## config.mk

```make
export PLATFORM = sky130hd
export DESIGN_NAME = ssu_shift_path
export DESIGN_NICKNAME = d
export VERILOG_FILES = /design/src/rtl/ssu_pkg.sv /design/src/rtl/ssu_bit_order.sv /design/src/rtl/ssu_shift_ctrl.sv /design/src/rtl/ssu_rx_bank.sv /design/src/rtl/ssu_shift_path.sv
export SDC_FILE = /design/constraint.sdc
export NUM_CORES = 1
export LEC_CHECK = 0
export BUFFER_PORTS_ARGS = -buffer_cell sky130_fd_sc_hd__buf_2
export CAP_MARGIN = 20
export CORE_MARGIN = 3
export CORE_UTILIZATION = 47
export DETAILED_ROUTE_END_ITERATION = 7
export GPL_ROUTABILITY_DRIVEN = 0
export GPL_TIMING_DRIVEN = 0
export PLACE_DENSITY_LB_ADDON = 0.15
export SLEW_MARGIN = 15
export SYNTH_ARGS = -nofsm -noshare
export SYNTH_HDL_FRONTEND = slang
export SYNTH_HIERARCHICAL = 1
export SYNTH_SLANG_ARGS = --single-unit
```

## constraint.sdc

```tcl
create_clock -name clk_i -period 2.3 [get_ports clk_i]
set_input_delay 0.575 -clock clk_i [delete_from_list [all_inputs] [get_ports clk_i]]
set_output_delay 0.575 -clock clk_i [all_outputs]
set_load 0.005 [all_outputs]
```

## src/rtl/ssu_pkg.sv

```systemverilog
package ssu_pkg;
  typedef enum logic [1:0] {
    LEN_8   = 2'b00,
    LEN_16  = 2'b01,
    LEN_32  = 2'b10,
    LEN_BAD = 2'b11
  } len_code_e;
endpackage

```

## src/rtl/ssu_bit_order.sv

```systemverilog
module ssu_bit_order #(
  parameter int unsigned W = 8
) (
  input  logic [W-1:0] data_i,
  input  logic         rev_i,
  output logic [W-1:0] data_o
);
  logic [W-1:0] rev;

  for (genvar g = 0; g < W; g++) begin : g_rev
    assign rev[g] = data_i[W-1-g];
  end

  assign data_o = rev_i ? rev : data_i;
endmodule

```

## src/rtl/ssu_shift_ctrl.sv

```systemverilog
module ssu_shift_ctrl
  import ssu_pkg::*;
#(
  parameter int unsigned BYTE_W  = 8,
  parameter int unsigned N_BYTES = 4,
  localparam int unsigned IDX_W  = $clog2(N_BYTES),
  localparam int unsigned CNT_W  = $clog2(BYTE_W)
) (
  input  logic              clk_i,
  input  logic              rst_ni,
  input  logic              start_i,
  input  logic              msb_first_i,
  input  logic [1:0]        len_code_i,
  input  logic              sck_rise_i,
  input  logic              sck_fall_i,
  input  logic              sdi_i,
  input  logic [BYTE_W-1:0] tx_ordered_i,
  output logic [IDX_W-1:0]  tx_idx_o,
  output logic              tx_rev_o,
  output logic [BYTE_W-1:0] rx_raw_o,
  output logic              rx_we_o,
  output logic [IDX_W-1:0]  rx_idx_o,
  output logic              msb_o,
  output logic [1:0]        len_o,
  output logic              start_ok_o,
  output logic              final_o,
  output logic              sdo_o,
  output logic              busy_o,
  output logic              done_o
);
  logic [BYTE_W-1:0] sreg_q, shifted;
  logic [CNT_W-1:0]  bit_cnt_q;
  logic [IDX_W-1:0]  byte_idx_q, last_q, last_d;
  logic              busy_q, done_q, msb_q, rx_bit_q;
  logic [1:0]        len_q;
  logic              load_first, byte_end, is_last, load_next;

  always_comb begin
    case (len_code_i)
      LEN_8:   last_d = '0;
      LEN_16:  last_d = IDX_W'(1);
      default: last_d = IDX_W'(N_BYTES - 1);
    endcase
  end

  assign load_first = start_i & ~busy_q & (len_code_i != LEN_BAD);
  assign byte_end   = busy_q & sck_fall_i & (bit_cnt_q == CNT_W'(BYTE_W - 1));
  assign is_last    = (byte_idx_q == last_q);
  assign load_next  = byte_end & ~is_last;
  // serial in enters at the top; output always from bit 0
  assign shifted    = {rx_bit_q, sreg_q[BYTE_W-1:1]};

  assign tx_idx_o   = load_first ? '0 : byte_idx_q + IDX_W'(1);
  assign tx_rev_o   = load_first ? msb_first_i : msb_q;

  always_ff @(posedge clk_i or negedge rst_ni) begin
    if (!rst_ni) begin
      sreg_q     <= '0;
      bit_cnt_q  <= '0;
      byte_idx_q <= '0;
      last_q     <= '0;
      busy_q     <= 1'b0;
      done_q     <= 1'b0;
      msb_q      <= 1'b0;
      len_q      <= 2'b00;
      rx_bit_q   <= 1'b0;
    end else begin
      done_q <= byte_end & is_last;
      if (busy_q && sck_rise_i) rx_bit_q <= sdi_i;
      if (load_first) begin
        sreg_q     <= tx_ordered_i;
        bit_cnt_q  <= '0;
        byte_idx_q <= '0;
        last_q     <= last_d;
        msb_q      <= msb_first_i;
        len_q      <= len_code_i;
        busy_q     <= 1'b1;
      end else if (load_next) begin
        sreg_q     <= tx_ordered_i;
        bit_cnt_q  <= '0;
        byte_idx_q <= byte_idx_q + IDX_W'(1);
      end else if (byte_end) begin
        sreg_q     <= shifted;
        bit_cnt_q  <= '0;
        busy_q     <= 1'b0;
      end else if (busy_q && sck_fall_i) begin
        sreg_q     <= shifted;
        bit_cnt_q  <= bit_cnt_q + CNT_W'(1);
      end
    end
  end

  assign rx_raw_o   = shifted;
  assign rx_we_o    = byte_end;
  assign rx_idx_o   = byte_idx_q;
  assign msb_o      = msb_q;
  assign len_o      = len_q;
  assign start_ok_o = load_first;
  assign final_o    = byte_end & is_last;
  assign sdo_o      = sreg_q[0];
  assign busy_o     = busy_q;
  assign done_o     = done_q;

  assert_bad_len_rejected_R9: assert property (@(posedge clk_i) disable iff (!rst_ni)
    (start_i && !busy_q && len_code_i == LEN_BAD) |=> !busy_q);

  assert_sdo_hold_R4: assert property (@(posedge clk_i) disable iff (!rst_ni)
    (busy_q && !sck_fall_i) |=> $stable(sdo_o));

  assert_done_single_R10: assert property (@(posedge clk_i) disable iff (!rst_ni)
    done_q |=> !done_q);

  assert_done_idle_R10: assert property (@(posedge clk_i) disable iff (!rst_ni)
    done_q |-> !busy_q);

  assert_start_ignored_busy_R11: assert property (@(posedge clk_i) disable iff (!rst_ni)
    (busy_q && !sck_fall_i) |=> (busy_q && $stable(byte_idx_q) && $stable(msb_q)));
endmodule

```

## src/rtl/ssu_rx_bank.sv

```systemverilog
module ssu_rx_bank
  import ssu_pkg::*;
#(
  parameter int unsigned BYTE_W  = 8,
  parameter int unsigned N_BYTES = 4,
  localparam int unsigned IDX_W  = $clog2(N_BYTES)
) (
  input  logic                      clk_i,
  input  logic                      rst_ni,
  input  logic                      we_i,
  input  logic [IDX_W-1:0]          idx_i,
  input  logic [BYTE_W-1:0]         byte_i,
  input  logic                      clr_i,
  input  logic                      set_i,
  input  logic [1:0]                len_i,
  output logic [N_BYTES*BYTE_W-1:0] data_o,
  output logic [N_BYTES-1:0]        valid_o
);
  logic [N_BYTES-1:0] valid_q, mask;

  always_comb begin
    case (len_i)
      LEN_8:   mask = N_BYTES'(1);
      LEN_16:  mask = N_BYTES'(3);
      default: mask = '1;
    endcase
  end

  for (genvar g = 0; g < N_BYTES; g++) begin : g_slot
    logic [BYTE_W-1:0] slot_q;
    always_ff @(posedge clk_i or negedge rst_ni) begin
      if (!rst_ni)                            slot_q <= '0;
      else if (we_i && idx_i == IDX_W'(g))    slot_q <= byte_i;
    end
    assign data_o[g*BYTE_W +: BYTE_W] = slot_q;
  end

  always_ff @(posedge clk_i or negedge rst_ni) begin
    if (!rst_ni)     valid_q <= '0;
    else if (clr_i)  valid_q <= '0;
    else if (set_i)  valid_q <= mask;
  end

  assign valid_o = valid_q;

  assert_valid_shape_R8: assert property (@(posedge clk_i) disable iff (!rst_ni)
    (valid_q == '0) || (valid_q == N_BYTES'(1)) || (valid_q == N_BYTES'(3)) || (valid_q == '1));

  assert_valid_only_at_end_R8: assert property (@(posedge clk_i) disable iff (!rst_ni)
    (valid_q == '0 && !set_i) |=> (valid_q == '0));
endmodule

```

## src/rtl/ssu_shift_path.sv

```systemverilog
module ssu_shift_path
  import ssu_pkg::*;
#(
  parameter int unsigned BYTE_W  = 8,
  parameter int unsigned N_BYTES = 4,
  localparam int unsigned IDX_W  = $clog2(N_BYTES),
  localparam int unsigned DATA_W = BYTE_W * N_BYTES
) (
  input  logic              clk_i,
  input  logic              rst_ni,
  input  logic              start_i,
  input  logic              msb_first_i,
  input  logic [1:0]        len_code_i,
  input  logic [DATA_W-1:0] tx_data_i,
  input  logic              sck_rise_i,
  input  logic              sck_fall_i,
  input  logic              sdi_i,
  output logic              sdo_o,
  output logic              busy_o,
  output logic              done_o,
  output logic [DATA_W-1:0] rx_data_o,
  output logic [N_BYTES-1:0] rx_valid_o
);
  logic [BYTE_W-1:0] tx_bytes [N_BYTES];
  logic [BYTE_W-1:0] tx_ordered, rx_raw, rx_ordered;
  logic [IDX_W-1:0]  tx_idx, rx_idx;
  logic              tx_rev, rx_we, msb, start_ok, final_ev;
  logic [1:0]        len;

  for (genvar g = 0; g < N_BYTES; g++) begin : g_tx
    assign tx_bytes[g] = tx_data_i[g*BYTE_W +: BYTE_W];
  end

  ssu_bit_order #(.W(BYTE_W)) u_tx_order (
    .data_i (tx_bytes[tx_idx]),
    .rev_i  (tx_rev),
    .data_o (tx_ordered)
  );

  ssu_shift_ctrl #(.BYTE_W(BYTE_W), .N_BYTES(N_BYTES)) u_ctrl (
    .clk_i        (clk_i),
    .rst_ni       (rst_ni),
    .start_i      (start_i),
    .msb_first_i  (msb_first_i),
    .len_code_i   (len_code_i),
    .sck_rise_i   (sck_rise_i),
    .sck_fall_i   (sck_fall_i),
    .sdi_i        (sdi_i),
    .tx_ordered_i (tx_ordered),
    .tx_idx_o     (tx_idx),
    .tx_rev_o     (tx_rev),
    .rx_raw_o     (rx_raw),
    .rx_we_o      (rx_we),
    .rx_idx_o     (rx_idx),
    .msb_o        (msb),
    .len_o        (len),
    .start_ok_o   (start_ok),
    .final_o      (final_ev),
    .sdo_o        (sdo_o),
    .busy_o       (busy_o),
    .done_o       (done_o)
  );

  ssu_bit_order #(.W(BYTE_W)) u_rx_order (
    .data_i (rx_raw),
    .rev_i  (msb),
    .data_o (rx_ordered)
  );

  ssu_rx_bank #(.BYTE_W(BYTE_W), .N_BYTES(N_BYTES)) u_rx_bank (
    .clk_i   (clk_i),
    .rst_ni  (rst_ni),
    .we_i    (rx_we),
    .idx_i   (rx_idx),
    .byte_i  (rx_ordered),
    .clr_i   (start_ok),
    .set_i   (final_ev),
    .len_i   (len),
    .data_o  (rx_data_o),
    .valid_o (rx_valid_o)
  );
endmodule

```

==> metrics.yaml, run 1 <==
die:
  dieHeight_microns: 82.9
  fp.coreArea_sq_um: 5610
  dieArea_sq_um: 6870
  die_w_microns: 82.9
  boundaryPins: 80
  initial_core_util: 0.496
  row_count: 27
power_and_ir_drop:
  p_sw_mw: 1.31
  pwr-share-seq: 0.398
  combPwrFrac: 0.471
  finalPower_mw: 4.00
  p_per_area_nw_per_um2: 1160
  leakage_nw: 1.74
  p_int_mw: 2.69
  switching_share: 0.327
  irDropWorstVdd_mv: 0.687
  clock_power_share: 0.131
run_status:
  status: "complete, no violations"
yosys:
  synth_warnings: 6
  synthCells: 195
  synth_area_per_cell_sq_um: 14.3
  ys_ff_latch: 56
  netlist_area_sq_um: 2780
  synth.distinct_cells: 33
  yosysSeqAreaShare: 0.504
  syn_nets: 238
routing:
  wl_per_cell_microns: 14.6
  initialDrtViolationCount: 52
  drt_wl_total_mm: 5.14
  viasPerCell: 5.24
  vias: 1851
  ant_nets: 0
  route.detailed.drc: 0
  dr.pass1.iters: 4
sta:
  post-route-min-period_ns: 2.23
  fmax_mhz: 449
  worst_pin_slew_ns: 0.689
  hold_viol: 0
  rsz0062_at_grt: "no"
  maxSlewViolCount: 0
  fin_crit_sh: 0.969
  slew_headroom: 0.541
  holdWs_ns: 0.289
  skew_ns: 0.00972
  finalSetupViolations: 0
critical_path:
  worstSetupPathType: "in -> reg"
  cp_max_fo: 27
  r2r_end: "u_ctrl/sreg_q[0]$_DFFE_PN0P_"
  critPathRequiredTime_ns: 2.49
  ff2ff_path_depth: 8
  critPathLaunchType: "input pin"
  critPathCaptureType: "flop"
  reg2reg_setup_slack_ns: 0.13
  reg2reg_from: "u_ctrl/busy_o$_DFFE_PN0P_"
  worstPathArrival_ns: 2.42
placed_design:
  port-buffer-count: 79
  placed_cell_area_sq_um: 3360
  hpwl_mm: 4.00
run:
  cap_violations: 0
clock_network:
  cts.sinks: 56
  cts_tree: "built"
  path_clk_slew_ns: 0.10
  clock-root-buffer: "clkbuf_8"
  clock_path_buffers: 2
  ctsHtreeMaxLevel: 2
  postCtsHoldBufs: 0
  cts_inserted_buffers: 5
  clkLatencyLatePin_ns: 0.30
layout:
  stdcell_area_sq_um: 3450
  area_growth_pct: 24.0
  final_core_util: 0.615
  diodes: 0
  final_nets: 323
  drive_above_1_share: 0.619
hold_path:
  hold_class: "in -> async"
grt:
  overflow: 0
  grt_antenna_before_repair: 0
  grt_max_degree: 57
  grt_pass1_wl_mm: 8.80
  grt_usage: 0.155
  grt_pass1_vias: 1864
metal layers:
| metal | GRT usage | wire length, microns | part of all wire |
|---|---|---|---|
| met5 | 0 | 0 | 0 |
| met4 | 0.0475 | 53 | 0.010 |
| met2 | 0.238 | 2320 | 0.45 |
| met1 | 0.218 | 2420 | 0.47 |
| met3 | 0.0377 | 341 | 0.066 |
synth_stat cells:
cell,n,area (sq um)
o21ai_0,4,20.0
nand3_2,1,10.0
nor3_1,1,5.00
mux4_2,8,180
a211oi_1,1,7.51
nand3b_2,2,22.5
and3_1,2,12.5
o221a_2,8,90.1
nor3b_4,1,18.8
nand3b_1,1,7.51
xor2_1,2,17.5
buf_2,2,10.0
ha_1,2,25.0
nor3b_1,1,7.51
xnor2_1,2,17.5
nand2b_1,1,6.26
buf_4,2,15.0
and2_1,1,6.26
nor2_1,11,41.3
inv_1,2,7.51
buf_6,5,56.3
or3_1,8,50.1
dfrtp_1,56,1400
mux2i_1,2,20.0
a21oi_1,3,15.0
o21bai_1,1,7.51
mux2_4,16,240
o21a_1,1,7.51
inv_2,1,3.75
clkbuf_2,2,10.0
nand2_1,9,33.8
nor2_4,1,11.3
mux2_2,35,394
flip-flops by register name, indices dropped and copies added, names as in the netlist:
register	cells
u_ctrl/msb_o	1
u_ctrl/sreg_q	8
u_ctrl/last_q	2
u_ctrl/rx_bit_q	1
u_ctrl/bit_cnt_q	3
u_rx_bank/valid_o	3
u_ctrl/len_o	2
u_ctrl/rx_idx_o	2
u_rx_bank/g_slot.slot_q	32
u_ctrl/busy_o	1
u_ctrl/done_o	1
final cells by class:
cell class	instances	area (sq um)
sequential	56	1400
buffer	9	78.8
fill	468	2160
tap	72	90.1
inverter	3	11.3
timing repair buffer	80	405
clock buffer	6	72.6
multi-input combinational	125	1370
clock inverter	2	16.3
power groups by stage:
stage,registers [mW],clock network (mW),logic [mW]
6_report,1.59,0.523,1.88
5_1_grt,1.64,0.586,2.05
4_1_cts,1.60,0.545,1.90
3_5_place_dp,1.62,0,1.88
3_3_place_gp,1.61,0,1.86
2_1_floorplan,1.59,0,1.41
stage by stage:
| step | setup WS, ns | std cells | setup TNS [ns] |
|---|---|---|---|
| floorplan | -0.222 | 195 | -1.78 |
| global placement | -0.460 | 346 | -3.65 |
| detailed placement | -0.467 | 346 | -3.70 |
| CTS | 0.0757 | 353 | 0 |
| global route | 0.0412 | 353 | 0 |
| finish | 0.0724 | 353 | 0 |
cells in the final DEF (no fill, tap or decap), drive strengths merged, types with 3 or more instances in the layout:
| cell type | n |
|---|---|
| mux4 | 8 |
| mux2 | 51 |
| a21oi | 3 |
| nand2 | 9 |
| inv | 3 |
| o221a | 8 |
| clkbuf | 8 |
| dfrtp | 56 |
| nor2 | 12 |
| o21ai | 4 |
| nand3b | 3 |
| buf | 87 |
| or3 | 8 |
critical path, cell delays in order:
cell	delay [ns]
buf_2	0.12
nand2_4	0.05
and3_4	0.16
buf_6	0.17
nor2_4	0.13
buf_8	0.15
mux4_2	0.51
mux2_4	0.29
o221a_4	0.26
kinds of logic (layout without fill, tap and decap cells):
logic type	after synthesis	after routing	synth area share
multiplexers	61	61	0.300
flip-flops	56	56	0.504
AND/OR/NAND/NOR	40	40	0.0837
AO/OA/AOI/OAI	18	18	0.0531
buffers and inverters	14	100	0.0369
XOR/XNOR	4	4	0.0126
adder cells (fa/ha/maj)	2	2	0.00900
repair_timing:
item / CTS / global route
setup buffers: 1 / 0
gates resized for setup: 2 / 1
endpoints found under the setup margin: 8 / 2
worst max-delay path by stage:
stage / start / end / slack [ns] / depth (start not counted)
floorplan: len_code_i[0] / u_ctrl/sreg_q[0]$_DFFE_PN0P_ / -0.22 / 10
global placement: len_code_i[0] / u_ctrl/sreg_q[1]$_DFFE_PN0P_ / -0.46 / 11
detailed placement: len_code_i[0] / u_ctrl/sreg_q[0]$_DFFE_PN0P_ / -0.47 / 11
CTS: u_ctrl/bit_cnt_q[0]$_DFFE_PN0P_ / u_rx_bank/valid_o[1]$_DFFE_PN0P_ / 0.08 / 6
global route: len_code_i[0] / u_ctrl/sreg_q[0]$_DFFE_PN0P_ / 0.04 / 9
finish: len_code_i[1] / u_ctrl/sreg_q[0]$_DFFE_PN0P_ / 0.07 / 9
Note: power is estimated with default switching activity, not from simulation.
==> run 2: changes to the inputs <==
--- a/config.mk
+++ b/config.mk
@@ -11,7 +11,6 @@
 export CORE_UTILIZATION = 47
 export DETAILED_ROUTE_END_ITERATION = 7
 export GPL_ROUTABILITY_DRIVEN = 0
-export GPL_TIMING_DRIVEN = 0
 export PLACE_DENSITY_LB_ADDON = 0.15
 export SLEW_MARGIN = 15
 export SYNTH_ARGS = -nofsm -noshare
==> run 2 against run 1 <==
Clock power rose by 1%. Critical path depth shrank 4. Critical endpoint is now u_rx_bank/g_slot[0].slot_q[4]$_DFFE_PN0P_. Combinational power barely moved. Power increased by 0.77%. Maximum frequency up 6.0%. First-iteration DRC count down 27%. Final area is 0.58% higher. Clock skew decreased by 0.0012 ns. Global-route usage grew 1.4 points. Die area unchanged. Worst setup slack better by 0.13 ns.
==> metrics.yaml, run 2 (synthesis results as in run 1) <==
clock_network:
  post_cts_resized: 0
  clock-root-buffer: "clkbuf_8"
  postCtsHoldBufs: 0
  postCtsSetupRepairBufs: 0
  cts.sinks: 56
  cts_inserted_buffers: 5
  path_clk_slew_ns: 0.10
  clock_path_buffers: 2
  clkLatencyLatePin_ns: 0.30
  ctsHtreeMaxLevel: 2
  cts_tree: "built"
layout:
  diodes: 0
  area_growth_pct: 24.8
  multi_input_area_sq_um: 1370
  final_cell_count_no_fill: 355
  final_core_util: 0.618
  final_nets: 325
  layout_common_cells: "buf_2, dfrtp_1, mux2_2"
  layout_commonest_cell: "buf_2"
  nFillCells: 469
  ff_latch_area_sq_um: 1400
  drive_above_1_share: 0.615
  largest_reg_flops: 32
  reg_top3: "u_rx_bank/g_slot.slot_q x32, u_ctrl/sreg_q x8"
  largest-register: "u_rx_bank/g_slot.slot_q"
placed_design:
  pre_cts_slack_ns: -0.0490
  port-buffer-count: 79
  hpwl_mm: 4.23
  dp_cells: 347
routing:
  dr.pass1.iters: 4
  drt_wl_total_mm: 5.42
  ant_nets: 0
  wl_per_cell_microns: 15.3
  vias: 1888
  viasPerCell: 5.32
  route.detailed.drc: 0
  initialDrtViolationCount: 38
power_and_ir_drop:
  irDropWorstVdd_mv: 0.561
  p_per_area_nw_per_um2: 1160
  finalPower_mw: 4.03
  leakage_nw: 1.75
critical_path:
  ff2ff_path_depth: 5
  worstPathArrival_ns: 2.29
  critPathCaptureType: "flop"
  critPathLaunchType: "flop"
  critPathRequiredTime_ns: 2.49
  cp_max_fo: 8
  worstSetupPathType: "reg -> reg"
grt:
  grt_antenna_before_repair: 0
  met2_usage: 0.265
  grt_pass1_wl_mm: 9.65
  grt_pass1_vias: 1999
  grt_max_degree: 29
  grt.busiest_layer: "met2"
  met1_usage: 0.237
  overflow: 0
  use_met3: 0.0377
  grt_usage: 0.169
sta:
  fin_ws_ns: 0.198
  slew_headroom: 0.664
  fmax_mhz: 476
  finalSetupViolations: 0
  rsz0062_at_grt: "no"
  maxSlewViolCount: 0
  setup_tns_ns: 0
  hold_viol: 0
  skew_ns: 0.00854
  fin_crit_sh: 0.914
  post-route-min-period_ns: 2.10
  worst_pin_slew_ns: 0.504
die:
  boundaryPins: 80
  dieHeight_microns: 82.9
  dieArea_sq_um: 6870
  die_w_microns: 82.9
  fp.coreArea_sq_um: 5610
  initial_core_util: 0.496
  row_count: 27
hold_path:
  hold_class: "in -> async"
run_status:
  status: "complete, no violations"
run:
  cap_violations: 0
[run 2: cell count changes in the layout (fill, tap and decap cells not counted), sizes merged]
cell / previous run / this run
buf: 87 / 91
clkbuf: 8 / 6
[run 2: per-layer routing]
metal  routed length [microns]  part of all wire
met5                         0                 0
met4                        57             0.011
met1                      2520              0.47
met3                       361             0.067
met2                      2470              0.46
[run 2: critical path, cell delays in order, from the launching register on]
cell and delay, ns:
dfrtp_1 0.38, ha_1 0.16, ha_1 0.20, and3_1 0.34, nor3b_4 0.52, mux2_2 0.39
[run 2: worst paths after layout]
kind,from,to,slack (ns)
worst max register to register,u_ctrl/bit_cnt_q[0]$_DFFE_PN0P_,u_rx_bank/g_slot[0].slot_q[4]$_DFFE_PN0P_,0.20
worst max-delay path,u_ctrl/bit_cnt_q[0]$_DFFE_PN0P_,u_rx_bank/g_slot[0].slot_q[4]$_DFFE_PN0P_,0.20
min in group clk_i,sdi_i,u_ctrl/rx_bit_q$_DFFE_PN0P_,0.50
worst min register to register,u_rx_bank/g_slot[2].slot_q[7]$_DFFE_PN0P_,u_rx_bank/g_slot[2].slot_q[7]$_DFFE_PN0P_,0.51
worst min-delay path,rst_ni,u_rx_bank/g_slot[1].slot_q[5]$_DFFE_PN0P_,0.16
max in group asynchronous,rst_ni,u_ctrl/sreg_q[3]$_DFFE_PN0P_,1.60
[run 2: layout make-up]
cell class | instances | share of cell area
Clock inverter | 2 | 0.00469
Inverter | 3 | 0.00325
Multi-Input combinational cell | 125 | 0.394
Clock buffer | 6 | 0.0209
Sequential cell | 56 | 0.404
Tap cell | 72 | 0.0260
Timing Repair Buffer | 91 | 0.147
[run 2: power by group]
group / internal [mW] / leakage [nW] / switching, mW / total (mW)
Combinational: 1.15 / 0.999 / 0.741 / 1.89
Sequential: 1.33 / 0.711 / 0.280 / 1.61
Clock: 0.217 / 0.0414 / 0.312 / 0.530
[run 2: metrics by stage]
stage	hold slack, ns	cell area (sq um)
3_5_place_dp	0.488	3380
4_1_cts	0.158	3470
6_report	0.157	3470
5_1_grt	0.170	3470
2_1_floorplan	0.279	2880
3_3_place_gp	0.474	3380
